===== src/rtl/card_irq_pkg.sv =====
package card_irq_pkg;
   localparam int unsigned REG_W   = 32;
   localparam int unsigned OFS_W   = 2;

   localparam logic [OFS_W-1:0] OFS_CTRL   = 2'd0;
   localparam logic [OFS_W-1:0] OFS_MASK   = 2'd1;
   localparam logic [OFS_W-1:0] OFS_MSTAT  = 2'd2;
   localparam logic [OFS_W-1:0] OFS_RAW    = 2'd3;

   // bits 1..16, 30, 31 are backed by storage
   localparam logic [REG_W-1:0] IMPL_BITS  = 32'hC001_FFFE;
   // response error, CRC errors, timeouts, FIFO run, locked, start/end bit
   localparam logic [REG_W-1:0] ERR_BITS   = 32'h0000_BBC2;
   // command done, data over, voltage switch done, auto-command done
   localparam logic [REG_W-1:0] DONE_BITS  = 32'h0000_440C;

   localparam int unsigned IRQ_EN_POS = 4;
endpackage


===== src/rtl/card_irq_raw.sv =====
module card_irq_raw
   import card_irq_pkg::*;
#(
   parameter int unsigned            W    = REG_W,
   parameter logic [W-1:0]           IMPL = IMPL_BITS
) (
   input  logic         clk,
   input  logic         rst_n,
   input  logic [W-1:0] set_vec,
   input  logic [W-1:0] clr_vec,
   output logic [W-1:0] raw_q
);
   for (genvar b = 0; b < W; b++) begin : g_bit
      if (IMPL[b]) begin : g_live
         logic bit_q;
         always_ff @(posedge clk) begin
            if (!rst_n)            bit_q <= 1'b0;
            else if (set_vec[b])   bit_q <= 1'b1;   // set has priority
            else if (clr_vec[b])   bit_q <= 1'b0;
         end
         assign raw_q[b] = bit_q;
      end else begin : g_tied
         assign raw_q[b] = 1'b0;
      end
   end
endmodule


===== src/rtl/card_irq_cfg.sv =====
module card_irq_cfg
   import card_irq_pkg::*;
#(
   parameter int unsigned  W      = REG_W,
   parameter logic [W-1:0] IMPL   = IMPL_BITS,
   parameter int unsigned  EN_POS = IRQ_EN_POS
) (
   input  logic         clk,
   input  logic         rst_n,
   input  logic         mask_we,
   input  logic         ctrl_we,
   input  logic [W-1:0] wdata,
   output logic [W-1:0] mask_q,
   output logic         irq_en_q
);
   logic [W-1:0] mask_r;

   always_ff @(posedge clk) begin
      if (!rst_n) begin
         mask_r   <= '0;
         irq_en_q <= 1'b0;
      end else begin
         if (mask_we) mask_r   <= wdata & IMPL;
         if (ctrl_we) irq_en_q <= wdata[EN_POS];
      end
   end

   assign mask_q = mask_r;
endmodule


===== src/rtl/card_irq_sum.sv =====
module card_irq_sum
   import card_irq_pkg::*;
#(
   parameter int unsigned  W       = REG_W,
   parameter logic [W-1:0] ERR     = ERR_BITS,
   parameter logic [W-1:0] DONE    = DONE_BITS,
   parameter bit           IRQ_REG = 1'b1
) (
   input  logic         clk,
   input  logic         rst_n,
   input  logic [W-1:0] raw_q,
   input  logic [W-1:0] mask_q,
   input  logic         irq_en,
   output logic [W-1:0] masked,
   output logic         err_any,
   output logic         done_any,
   output logic         irq
);
   logic irq_next;

   assign masked   = raw_q & mask_q;
   assign err_any  = |(masked & ERR);
   assign done_any = |(masked & DONE);
   assign irq_next = irq_en && (|masked);

   if (IRQ_REG) begin : g_flop
      logic irq_q;
      always_ff @(posedge clk) begin
         if (!rst_n) irq_q <= 1'b0;
         else        irq_q <= irq_next;
      end
      assign irq = irq_q;
   end else begin : g_comb
      assign irq = irq_next;
   end
endmodule


===== src/rtl/card_irq_regs.sv =====
module card_irq_regs
   import card_irq_pkg::*;
#(
   parameter int unsigned      W       = REG_W,
   parameter int unsigned      AW      = OFS_W,
   parameter logic [W-1:0]     IMPL    = IMPL_BITS,
   parameter logic [W-1:0]     ERR     = ERR_BITS,
   parameter logic [W-1:0]     DONE    = DONE_BITS,
   parameter int unsigned      EN_POS  = IRQ_EN_POS,
   parameter bit               IRQ_REG = 1'b1
) (
   input  logic          clk,
   input  logic          rst_n,
   input  logic          reg_we,
   input  logic [AW-1:0] reg_addr,
   input  logic [W-1:0]  reg_wdata,
   output logic [W-1:0]  reg_rdata,
   input  logic [W-1:0]  evt_pulse,
   output logic          err_pending,
   output logic          done_pending,
   output logic          irq
);
   localparam logic [W-1:0] CTRL_RD = W'(1) << EN_POS;

   if (W < 32)           begin : g_chk_w   $error("W must be at least 32");     end
   if (AW < 2)           begin : g_chk_aw  $error("AW must cover 4 offsets");   end
   if (EN_POS >= W)      begin : g_chk_en  $error("EN_POS out of range");       end
   if ((ERR & ~IMPL) != '0)  begin : g_chk_e $error("ERR outside IMPL");     end
   if ((DONE & ~IMPL) != '0) begin : g_chk_d $error("DONE outside IMPL");    end

   logic [W-1:0] raw_q, mask_q, masked, clr_vec;
   logic         irq_en_q, err_any, done_any;

   assign clr_vec = (reg_we && reg_addr == AW'(OFS_RAW)) ? reg_wdata : '0;

   card_irq_raw #(.W(W), .IMPL(IMPL)) u_raw (
      .clk     (clk),
      .rst_n   (rst_n),
      .set_vec (evt_pulse & IMPL),
      .clr_vec (clr_vec),
      .raw_q   (raw_q)
   );

   card_irq_cfg #(.W(W), .IMPL(IMPL), .EN_POS(EN_POS)) u_cfg (
      .clk      (clk),
      .rst_n    (rst_n),
      .mask_we  (reg_we && reg_addr == AW'(OFS_MASK)),
      .ctrl_we  (reg_we && reg_addr == AW'(OFS_CTRL)),
      .wdata    (reg_wdata),
      .mask_q   (mask_q),
      .irq_en_q (irq_en_q)
   );

   card_irq_sum #(.W(W), .ERR(ERR), .DONE(DONE), .IRQ_REG(IRQ_REG)) u_sum (
      .clk      (clk),
      .rst_n    (rst_n),
      .raw_q    (raw_q),
      .mask_q   (mask_q),
      .irq_en   (irq_en_q),
      .masked   (masked),
      .err_any  (err_any),
      .done_any (done_any),
      .irq      (irq)
   );

   always_comb begin
      reg_rdata = '0;
      if      (reg_addr == AW'(OFS_CTRL))  reg_rdata = irq_en_q ? CTRL_RD : '0;
      else if (reg_addr == AW'(OFS_MASK))  reg_rdata = mask_q;
      else if (reg_addr == AW'(OFS_MSTAT)) reg_rdata = masked;
      else if (reg_addr == AW'(OFS_RAW))   reg_rdata = raw_q;
   end

   assign err_pending  = err_any;
   assign done_pending = done_any;
endmodule


===== config.mk =====
export PLATFORM = sky130hd
export DESIGN_NAME = card_irq_regs
export DESIGN_NICKNAME = d
export VERILOG_FILES = /design/src/rtl/card_irq_pkg.sv /design/src/rtl/card_irq_raw.sv /design/src/rtl/card_irq_cfg.sv /design/src/rtl/card_irq_sum.sv /design/src/rtl/card_irq_regs.sv
export SDC_FILE = /design/constraint.sdc
export NUM_CORES = 1
export LEC_CHECK = 0
export BUFFER_PORTS_ARGS = -buffer_cell sky130_fd_sc_hd__buf_2
export CORE_MARGIN = 3
export CORE_UTILIZATION = 40
export CTS_CLUSTER_DIAMETER = 40
export DETAILED_ROUTE_END_ITERATION = 16
export PLACE_DENSITY = 0.85
export SETUP_SLACK_MARGIN = 0.5
export SYNTH_ARGS = -nofsm -noshare
export SYNTH_HDL_FRONTEND = slang
export SYNTH_SLANG_ARGS = --single-unit

===== constraint.sdc =====
create_clock -name clk -period 1.5 [get_ports clk]
set_input_delay 0.375 -clock clk [delete_from_list [all_inputs] [get_ports clk]]
set_output_delay 0.375 -clock clk [all_outputs]
set_load 0.05 [all_outputs]

==> After elaboration in Yosys (flattened, before gate mapping) <==
Index checks and enable logic that the tools add are counted.
{ "word_totals": {"regBits": 38, "inputBits": 69, "elab_cells": 93} }
{ "op_classes": {"eq_ne": 3, "n_mux": 42, "bitwise": 1, "n_reduce_logical": 26} }
{ "ops": {"columns": ["op", "count"], "rows": [
  ["2-to-1 mux 32 bit", 5],
  ["2-to-1 mux 1 bit", 36],
  ["nonzero test 2 bit", 18],
  ["bitwise AND 32 bit", 1],
  ["OR reduction 32 bit", 1],
  ["OR reduction 9 bit", 1],
  ["2-to-1 mux 5 bit", 1],
  ["== test 2 bit, second input constant", 2],
  ["logical AND 1 bit", 4],
  ["OR reduction 4 bit", 1],
  ["== test 2 x 1 -> 1 bit, second input constant", 1],
  ["zero test 2 bit", 1]
]} }

==> Logic depth before layout (Yosys ltp) <==
Gate-level depths: netlist of run 1.
{ "logic_depth": {"word_depth": 5, "ltp_mapped": 6} }

==> Modules after synthesis <==
A second synthesis of run 1 with hierarchy kept.
{ "hier_totals": {"hier_cells": 324, "hier_area_um2": 3125.5} }
{ "by_module_without_submodules": {"columns": ["mod", "instances", "cells_each", "area_each_um2", "seq_area_each_um2"], "rows": [
  ["card_irq_regs", 1, 114, 1086.0, 0.0],
  ["card_irq_raw", 1, 89, 883.3, 360.3],
  ["card_irq_cfg", 1, 75, 833.3, 380.4],
  ["card_irq_sum", 1, 46, 322.8, 20.0]
]} }

==> Worst setup path after synthesis of run 1 <==
No wires, ideal clock.
{ "synth_timing": {"path_type": "input -> output", "start": "in reg_addr[1]", "end": "out reg_rdata[4]", "t_arrival_ps": 1835, "setup_slack_ps": -710, "path_stages": 4, "n_path_buf": 1, "cell_sequence": "nand2b_1 clkbuf_1 a21oi_1 nor3_1"} }
{ "synth_between": {"elab_chain_cells": 5, "elab_cells_between_ends": 8} }
{ "synth_rtl": {"columns": ["item", "line_no", "source"], "rows": [
  ["from (decl)", "card_irq_regs.sv:15", "input logic [AW-1:0] reg_addr,"],
  ["== test 2 bit", "card_irq_regs.sv:71", "else if (reg_addr == AW'(OFS_RAW)) reg_rdata = raw_q;"],
  ["2-to-1 mux 32 bit", "card_irq_regs.sv:71", null],
  ["2-to-1 mux 32 bit", "card_irq_regs.sv:70", "else if (reg_addr == AW'(OFS_MSTAT)) reg_rdata = masked;"],
  ["2-to-1 mux 32 bit", "card_irq_regs.sv:69", "else if (reg_addr == AW'(OFS_MASK)) reg_rdata = mask_q;"],
  ["2-to-1 mux 32 bit *", "card_irq_regs.sv:68", "if (reg_addr == AW'(OFS_CTRL)) reg_rdata = irq_en_q ? CTRL_RD : '0;"],
  ["to (decl)", "card_irq_regs.sv:17", "output logic [W-1:0] reg_rdata,"]
]} }
Mark *: on every way between the ends. The rest lies on a longest branch, timed or not.

==> Worst setup path after layout of run 1 <==
{ "layout_timing": {"start": "reg u_raw.g_bit[15].g_live.bit_q", "end": "out err_pending"} }
{ "layout_between": {"elab_chain_cells": 2} }
{ "layout_rtl": {"columns": ["item", "line_no", "source"], "rows": [
  ["from (decl)", "card_irq_raw.sv:15", "logic bit_q;"],
  ["from (signal assigned)", "card_irq_raw.sv:17", "if (!rst_n) bit_q <= 1'b0;"],
  ["from (signal assigned)", "card_irq_raw.sv:18", "else if (set_vec[b]) bit_q <= 1'b1;"],
  ["from (signal assigned)", "card_irq_raw.sv:19", "else if (clr_vec[b]) bit_q <= 1'b0;"],
  ["bitwise AND 32 bit", "card_irq_sum.sv:21", "assign masked = raw_q & mask_q;"],
  ["OR reduction 9 bit", "card_irq_sum.sv:22", "assign err_any = |(masked & ERR);"],
  ["to (decl)", "card_irq_regs.sv:19", "output logic err_pending,"]
]} }
Every way passes these cells.

==> flow_summary.json, run 1 <==
{
  "drc": 0,
  "firstDrtPassIters": 4,
  "initial_utilization_pct": 42.81,
  "first_global_vias": 2243,
  "syn_area_um2": 1916,
  "fin_area_um2": 3541,
  "die_h_um": 75.20,
  "clock-skew-final_ns": 0.005408,
  "failed_checks": "negative setup slack",
  "grt_setup_unrepaired": "true",
  "worst_path_largest_cell_delay_ns": 0.36,
  "numPortBuffers": 61,
  "worst-endpoint-arrival_ns": 1.65,
  "yosysSeqAreaShare_pct": 39.71,
  "drt-total-wl_mm": 7.950,
  "io_pins": 104,
  "cts_made_buffers": 5,
  "wl_met1_mm": 2.959,
  "via_total_after_detailed_routing": 2277,
  "drive_gt1_share_pct": 69.21,
  "place.gp.congestion": 0.8149,
  "synthCells": 255,
  "highest_metal_used": "met4",
  "grt_pass1_wl_mm": 10.63,
  "fmaxAchievable_mhz": 492.9,
  "clock_tree_from_tritoncts": "yes",
  "area_growth_syn_to_layout_pct": 84.85,
  "finalCriticalPeriod_ns": 2.029,
  "power_switching_mw": 0.9029,
  "num-nets-final": 423,
  "outcome": "finished, violations left",
  "seq_power_share_pct": 42.2,
  "worst-endpoint-required_ns": 1.12,
  "yosys.area.top_type": "sky130_fd_sc_hd__dfxtp_1",
  "dp_hpwl_mm": 3.942,
  "synth-seq-cells": 38,
  "final.fill_count": 240,
  "cts.sinks": 38,
  "worst_setup_hold_path_clk_slew_ns": 0.07,
  "total_leakage_power_nw": 1.615,
  "detail_route.iter0.violations": 153,
  "setup_viol_count_final": 19,
  "finalWorstSetupSlack_ns": -0.5289,
  "cp_max_fo": 2,
  "power.share.clock_pct": 25.5,
  "clk_root_buffer_cell": "sky130_fd_sc_hd__clkbuf_8",
  "post_drt_via_cell_ratio": 5.608,
  "switching_share_pct": 34.09,
  "grt_overflow": 0,
  "h-tree-depth": 2,
  "routed-wl-met3_um": 572,
  "netlist-cell-type-count": 21,
  "critPathSlowestCell": "sky130_fd_sc_hd__a221o_2",
  "number_of_antenna_repair_diodes": 0,
  "timing.hold.ws_ns": 0.3102,
  "crit_chain": "a222oi_1, nand3_1, a221o_2, buf_6",
  "setup-tns-final_ns": -2.362,
  "holdCritPathClass": "input pin to flop",
  "critical_path.startpoint_type": "flop",
  "design.core.area_um2": 4474,
  "cap_viol_max_count": 0,
  "share_comb_of_total_power_pct": 32.3,
  "kind_of_critical_path": "flop to output port",
  "post_drt_wl_per_cell_um": 19.58,
  "kind_of_capture_point_of_the_worst_setup_path": "output port",
  "synth_top_area_share_pct": 39.71,
  "postPlaceCellArea_um2": 2606,
  "met2RoutedLength_mm": 4.149,
  "synth_warnings": 0,
  "report.power.total_mw": 2.649,
  "row_count": 24,
  "synthTopCellsByArea": "sky130_fd_sc_hd__dfxtp_1, sky130_fd_sc_hd__nand2_1, sky130_fd_sc_hd__a21boi_0, sky130_fd_sc_hd__nor2b_1, sky130_fd_sc_hd__buf_4",
  "die_area_um2": 5655,
  "syn_avg_cell_area_um2": 7.512,
  "grt_antenna_before_repair": 0,
  "cts_buffer_depth": 2,
  "number_of_endpoints_with_negative_hold_slack_in_the_final_report": 0,
  "grt_max_degree": 23,
  "pint_mw": 1.746,
  "vdd_ir_drop_max_v": 0.0004485,
  "die-width_um": 75.20,
  "powerDensity_nw_per_um2": 748.1,
  "final_antenna_net_count": 0,
  "report.final.slew_viol_count": 0,
  "clock_insertion_delay_worst_skew_ns": 0.29,
  "groute.usage.overall_pct": 25.54,
  "fin_crit_sh_pct": 135.3
}
## routing by layer
| layer | GRT usage [%] | up-vias |
|---|---|---|
| li1 | - | 1038 |
| met1 | 29.19 | 1105 |
| met2 | 44.87 | 110 |
| met5 | 0 | - |
| met3 | 6.142 | 24 |
| met4 | 11.65 | 0 |
## power groups by stage
| stage | combinational, mW | sequential, mW | clock (mW) |
|---|---|---|---|
| CTS | 0.749 | 1.11 | 0.681 |
| finish | 0.857 | 1.12 | 0.674 |
| global route | 0.895 | 1.12 | 0.722 |
| detailed placement | 0.582 | 1.13 | 0 |
| global placement | 0.573 | 1.12 | 0 |
| floorplan | 0.437 | 1.13 | 0 |
## worst max-delay path, delay by kind of cell, from the launching register on
kind            cells  cell delay, ns
simple gates        1            0.16
buf+inv             1            0.16
flops               1            0.33
compound gates      2            0.71
## path summary, 6_finish.rpt
kind | start | endpoint | slack, ns | depth (start not counted)
worst max-delay path | u_raw.g_bit[15].g_live.bit_q$_SDFFE_PN0P_ | err_pending | -0.53 | 4
worst min-delay path | evt_pulse[30] | u_raw.g_bit[30].g_live.bit_q$_SDFFE_PN0P_ | 0.31 | 3
worst max register to register | u_raw.g_bit[15].g_live.bit_q$_SDFFE_PN0P_ | u_sum.irq$_SDFF_PN0_ | -0.51 | 7
worst min register to register | u_cfg.mask_q[16]$_SDFFE_PN0P_ | u_cfg.mask_q[16]$_SDFFE_PN0P_ | 0.50 | 2
## cell usage after synthesis
library cell               instances
sky130_fd_sc_hd__buf_2             6
sky130_fd_sc_hd__a22oi_1           5
sky130_fd_sc_hd__dfxtp_1          38
sky130_fd_sc_hd__a21boi_0         19
sky130_fd_sc_hd__and3_1            1
sky130_fd_sc_hd__a22o_1            8
sky130_fd_sc_hd__and2_1            2
sky130_fd_sc_hd__conb_1            1
sky130_fd_sc_hd__nand3_1           2
sky130_fd_sc_hd__nor2b_1          20
sky130_fd_sc_hd__o311a_1           1
sky130_fd_sc_hd__nand2b_1          2
sky130_fd_sc_hd__nand2_1          93
sky130_fd_sc_hd__o211ai_1          9
sky130_fd_sc_hd__nor2_1            1
sky130_fd_sc_hd__buf_4            14
sky130_fd_sc_hd__clkbuf_1          9
sky130_fd_sc_hd__a222oi_1          2
sky130_fd_sc_hd__a21oi_1          19
sky130_fd_sc_hd__nor3_1            2
sky130_fd_sc_hd__a221o_1           1
## registers in the layout (all words and copies together), names as in the netlist
| signal | count |
|---|---|
| u_cfg.mask_q | 18 |
| u_raw.g_bit.g_live.bit_q | 18 |
| u_cfg.irq_en_q | 1 |
| u_sum.irq | 1 |
## cells by family (layout without fill, tap and decap cells)
family	Yosys count	count (layout)	synth area share (%)
flops	38	38	39.71
buf+inv	29	110	8.818
compound gates	64	64	23.64
other cells	1	14	0.1958
simple gates	123	128	27.63
## cell type report
type	instances	area [um2]	area share (%)
Sequential cell	38	797.0	22.51
Clock inverter	2	10.01	0.2827
Multi-Input combinational cell	206	1604	45.30
Clock buffer	5	68.82	1.943
Tap cell	52	65.06	1.837
Timing Repair Buffer	103	996.0	28.13
## placed cells by master, fill, tap and decap left out, drive strengths merged, types with 8 or more instances in the layout
cell type / instances
a21boi: 19
a21oi: 19
a22o: 8
buf: 103
conb: 14
dfxtp: 38
nand2: 93
nor2b: 21
o211ai: 9
## through the flow
stage	setup slack [ns]	cells	utilization, %
6_report	-0.5289	406	79.14
5_1_grt	-0.5579	406	79.14
4_1_cts	-0.5084	404	73.04
3_5_place_dp	-0.2865	382	58.25
3_3_place_gp	-0.2835	382	58.25
2_1_floorplan	-0.07785	268	-
## what timing repair did
item / in CTS / in global routing
hold buffers: 0 / 0
hold endpoints to repair: 0 / 0
gates cloned: 6 / 0
buffers inserted: 9 / 2
pin swaps: 31 / 15
endpoints found under the setup margin: 58 / 58
gates resized for setup: 151 / 78
(Power assumes the default switching activity.)
==> run 2, diff against run 1 <==
Settings changed: CORE_UTILIZATION 40 to 42, CTS_BUF_LIST set to sky130_fd_sc_hd__clkbuf_8, PLACE_DENSITY 0.85 to 0.88.
==> flow_summary.json, run 2 (synthesis results as in run 1) <==
{
  "groute.usage.overall_pct": 28.73,
  "postCtsHoldBufs": 0,
  "worst_setup_hold_path_clk_slew_ns": 0.08,
  "detail_route.iter0.violations": 256,
  "grt_overflow": 0,
  "row_count": 23,
  "fin_area_um2": 3522,
  "io_pins": 104,
  "kind_of_critical_path": "flop to output port",
  "area_growth_syn_to_layout_pct": 83.87,
  "via_total_after_detailed_routing": 2413,
  "post_drt_via_cell_ratio": 5.958,
  "cap_viol_max_count": 0,
  "dp_slack_ns": -0.2305,
  "powerDensity_nw_per_um2": 769.4,
  "finalWorstSetupSlack_ns": -0.5091,
  "layout_commonest_cell": "sky130_fd_sc_hd__nand2_1",
  "setup-tns-final_ns": -1.959,
  "worst-endpoint-required_ns": 1.12,
  "clock_tree_from_tritoncts": "yes",
  "met3_usage_pct": 5.062,
  "global_route.usage.met2_pct": 51.28,
  "most-common-layout-cells": "sky130_fd_sc_hd__nand2_1, sky130_fd_sc_hd__buf_2, sky130_fd_sc_hd__nand2_4, sky130_fd_sc_hd__buf_4, sky130_fd_sc_hd__nand2_2",
  "die_h_um": 73.54,
  "post_drt_wl_per_cell_um": 21.23,
  "grt_max_degree": 39,
  "holdCritPathClass": "input pin to flop",
  "initial_utilization_pct": 45.59,
  "report.final.slew_viol_count": 0,
  "worst_path_largest_cell_delay_ns": 0.37,
  "place.gp.congestion": 0.7610,
  "report.power.total_mw": 2.710,
  "cp_max_fo": 2,
  "firstDrtPassIters": 5,
  "reg2reg_setup_slack_ns": -0.34,
  "critical_path.startpoint_type": "flop",
  "grt_antenna_before_repair": 0,
  "post-route-util_pct": 83.83,
  "die_area_um2": 5407,
  "drc": 0,
  "num-nets-final": 424,
  "fin_crit_sh_pct": 133.9,
  "crit_chain": "a222oi_1, nand3_1, a221o_2, buf_6",
  "cts_made_buffers": 5,
  "cts_buffer_depth": 2,
  "fmaxAchievable_mhz": 497.7,
  "grt-busiest-layer": "met2",
  "grt_setup_unrepaired": "true",
  "h-tree-depth": 2,
  "number_of_endpoints_with_negative_hold_slack_in_the_final_report": 0,
  "clock-skew-final_ns": 0.01231,
  "setup_viol_count_final": 20,
  "first_global_vias": 2404,
  "final.fill_count": 199,
  "vdd_ir_drop_max_v": 0.0006648,
  "drive_gt1_share_pct": 65.82,
  "final_antenna_net_count": 0,
  "clock_insertion_delay_worst_skew_ns": 0.31,
  "cts.sinks": 38,
  "worst-endpoint-arrival_ns": 1.63,
  "dp_hpwl_mm": 4.029,
  "numPortBuffers": 61,
  "failed_checks": "negative setup slack",
  "kind_of_capture_point_of_the_worst_setup_path": "output port",
  "finalCriticalPeriod_ns": 2.009,
  "die-width_um": 73.54,
  "postPlaceCellArea_um2": 2581,
  "critPathSlowestCell": "sky130_fd_sc_hd__a222oi_1",
  "outcome": "finished, violations left",
  "design.core.area_um2": 4202,
  "total_leakage_power_nw": 1.614,
  "grt_pass1_wl_mm": 11.59,
  "use_met1_pct": 31.93,
  "drt-total-wl_mm": 8.600,
  "clk_root_buffer_cell": "sky130_fd_sc_hd__clkbuf_8"
}
-- run 2: cell count changes in the layout (fill, tap and decap cells not counted), sizes merged --
cell	change
diode	+1
buf	+2
clkinv	-2
clkbuf	+1
nor2b	-1
-- run 2: final cells by class --
class,instances,area (um2),share of cell area [%]
Antenna cell,1,2.502,0.07105
Clock buffer,6,82.58,2.345
Multi-Input combinational cell,205,1573,44.65
Sequential cell,38,795.8,22.59
Tap cell,50,62.56,1.776
Timing Repair Buffer,105,1006,28.56
-- run 2: worst max-delay path: cells and delay by family (launching register included) --
kind / cells / cell delay (ns)
and+or+nand+nor: 1 / 0.12
DFF: 1 / 0.33
buffers and inverters: 1 / 0.17
AOI/OAI and AO/OA: 2 / 0.73
-- run 2: what timing repair did --
item / 4_1_cts / 5_1_grt
pin swaps: 40 / 13
gates resized for setup: 159 / 46
buffers inserted: 12 / 3
cloned: 4 / 2
hold endpoints to repair: 0 / 0
endpoints found under the setup margin: 58 / 53
-- run 2: path summary, 6_finish.rpt --
kind,endpoint,from,cells past startpoint
worst max-delay path,err_pending,u_raw.g_bit[15].g_live.bit_q$_SDFFE_PN0P_,4
worst min-delay path,u_raw.g_bit[30].g_live.bit_q$_SDFFE_PN0P_,evt_pulse[30],3
worst max register to register,u_sum.irq$_SDFF_PN0_,u_raw.g_bit[15].g_live.bit_q$_SDFFE_PN0P_,6
worst min register to register,u_cfg.mask_q[14]$_SDFFE_PN0P_,u_cfg.mask_q[14]$_SDFFE_PN0P_,2
-- run 2: report_power, final --
group	internal, mW	leakage [nW]	switching, mW	total [mW]
sequential	1.07	0.322	0.0577	1.12
combinational	0.366	1.25	0.488	0.854
clock	0.355	0.0431	0.376	0.731
-- run 2: metal layers --
| metal | routed length (um) | share of wire, % | vias up |
|---|---|---|---|
| met2 | 4427 | 51 | 173 |
| li1 | - | - | 1037 |
| met1 | 2922 | 34 | 1145 |
| met5 | 0 | 0 | - |
| met4 | 532 | 6.2 | 0 |
| met3 | 718 | 8.3 | 58 |
-- run 2: stage by stage --
step                hold WS (ns)  instances
floorplan                 0.4415        268
global placement          0.4681        377
detailed placement        0.4745        377
CTS                       0.3084        399
global route              0.3250        404
finish                    0.2975        405
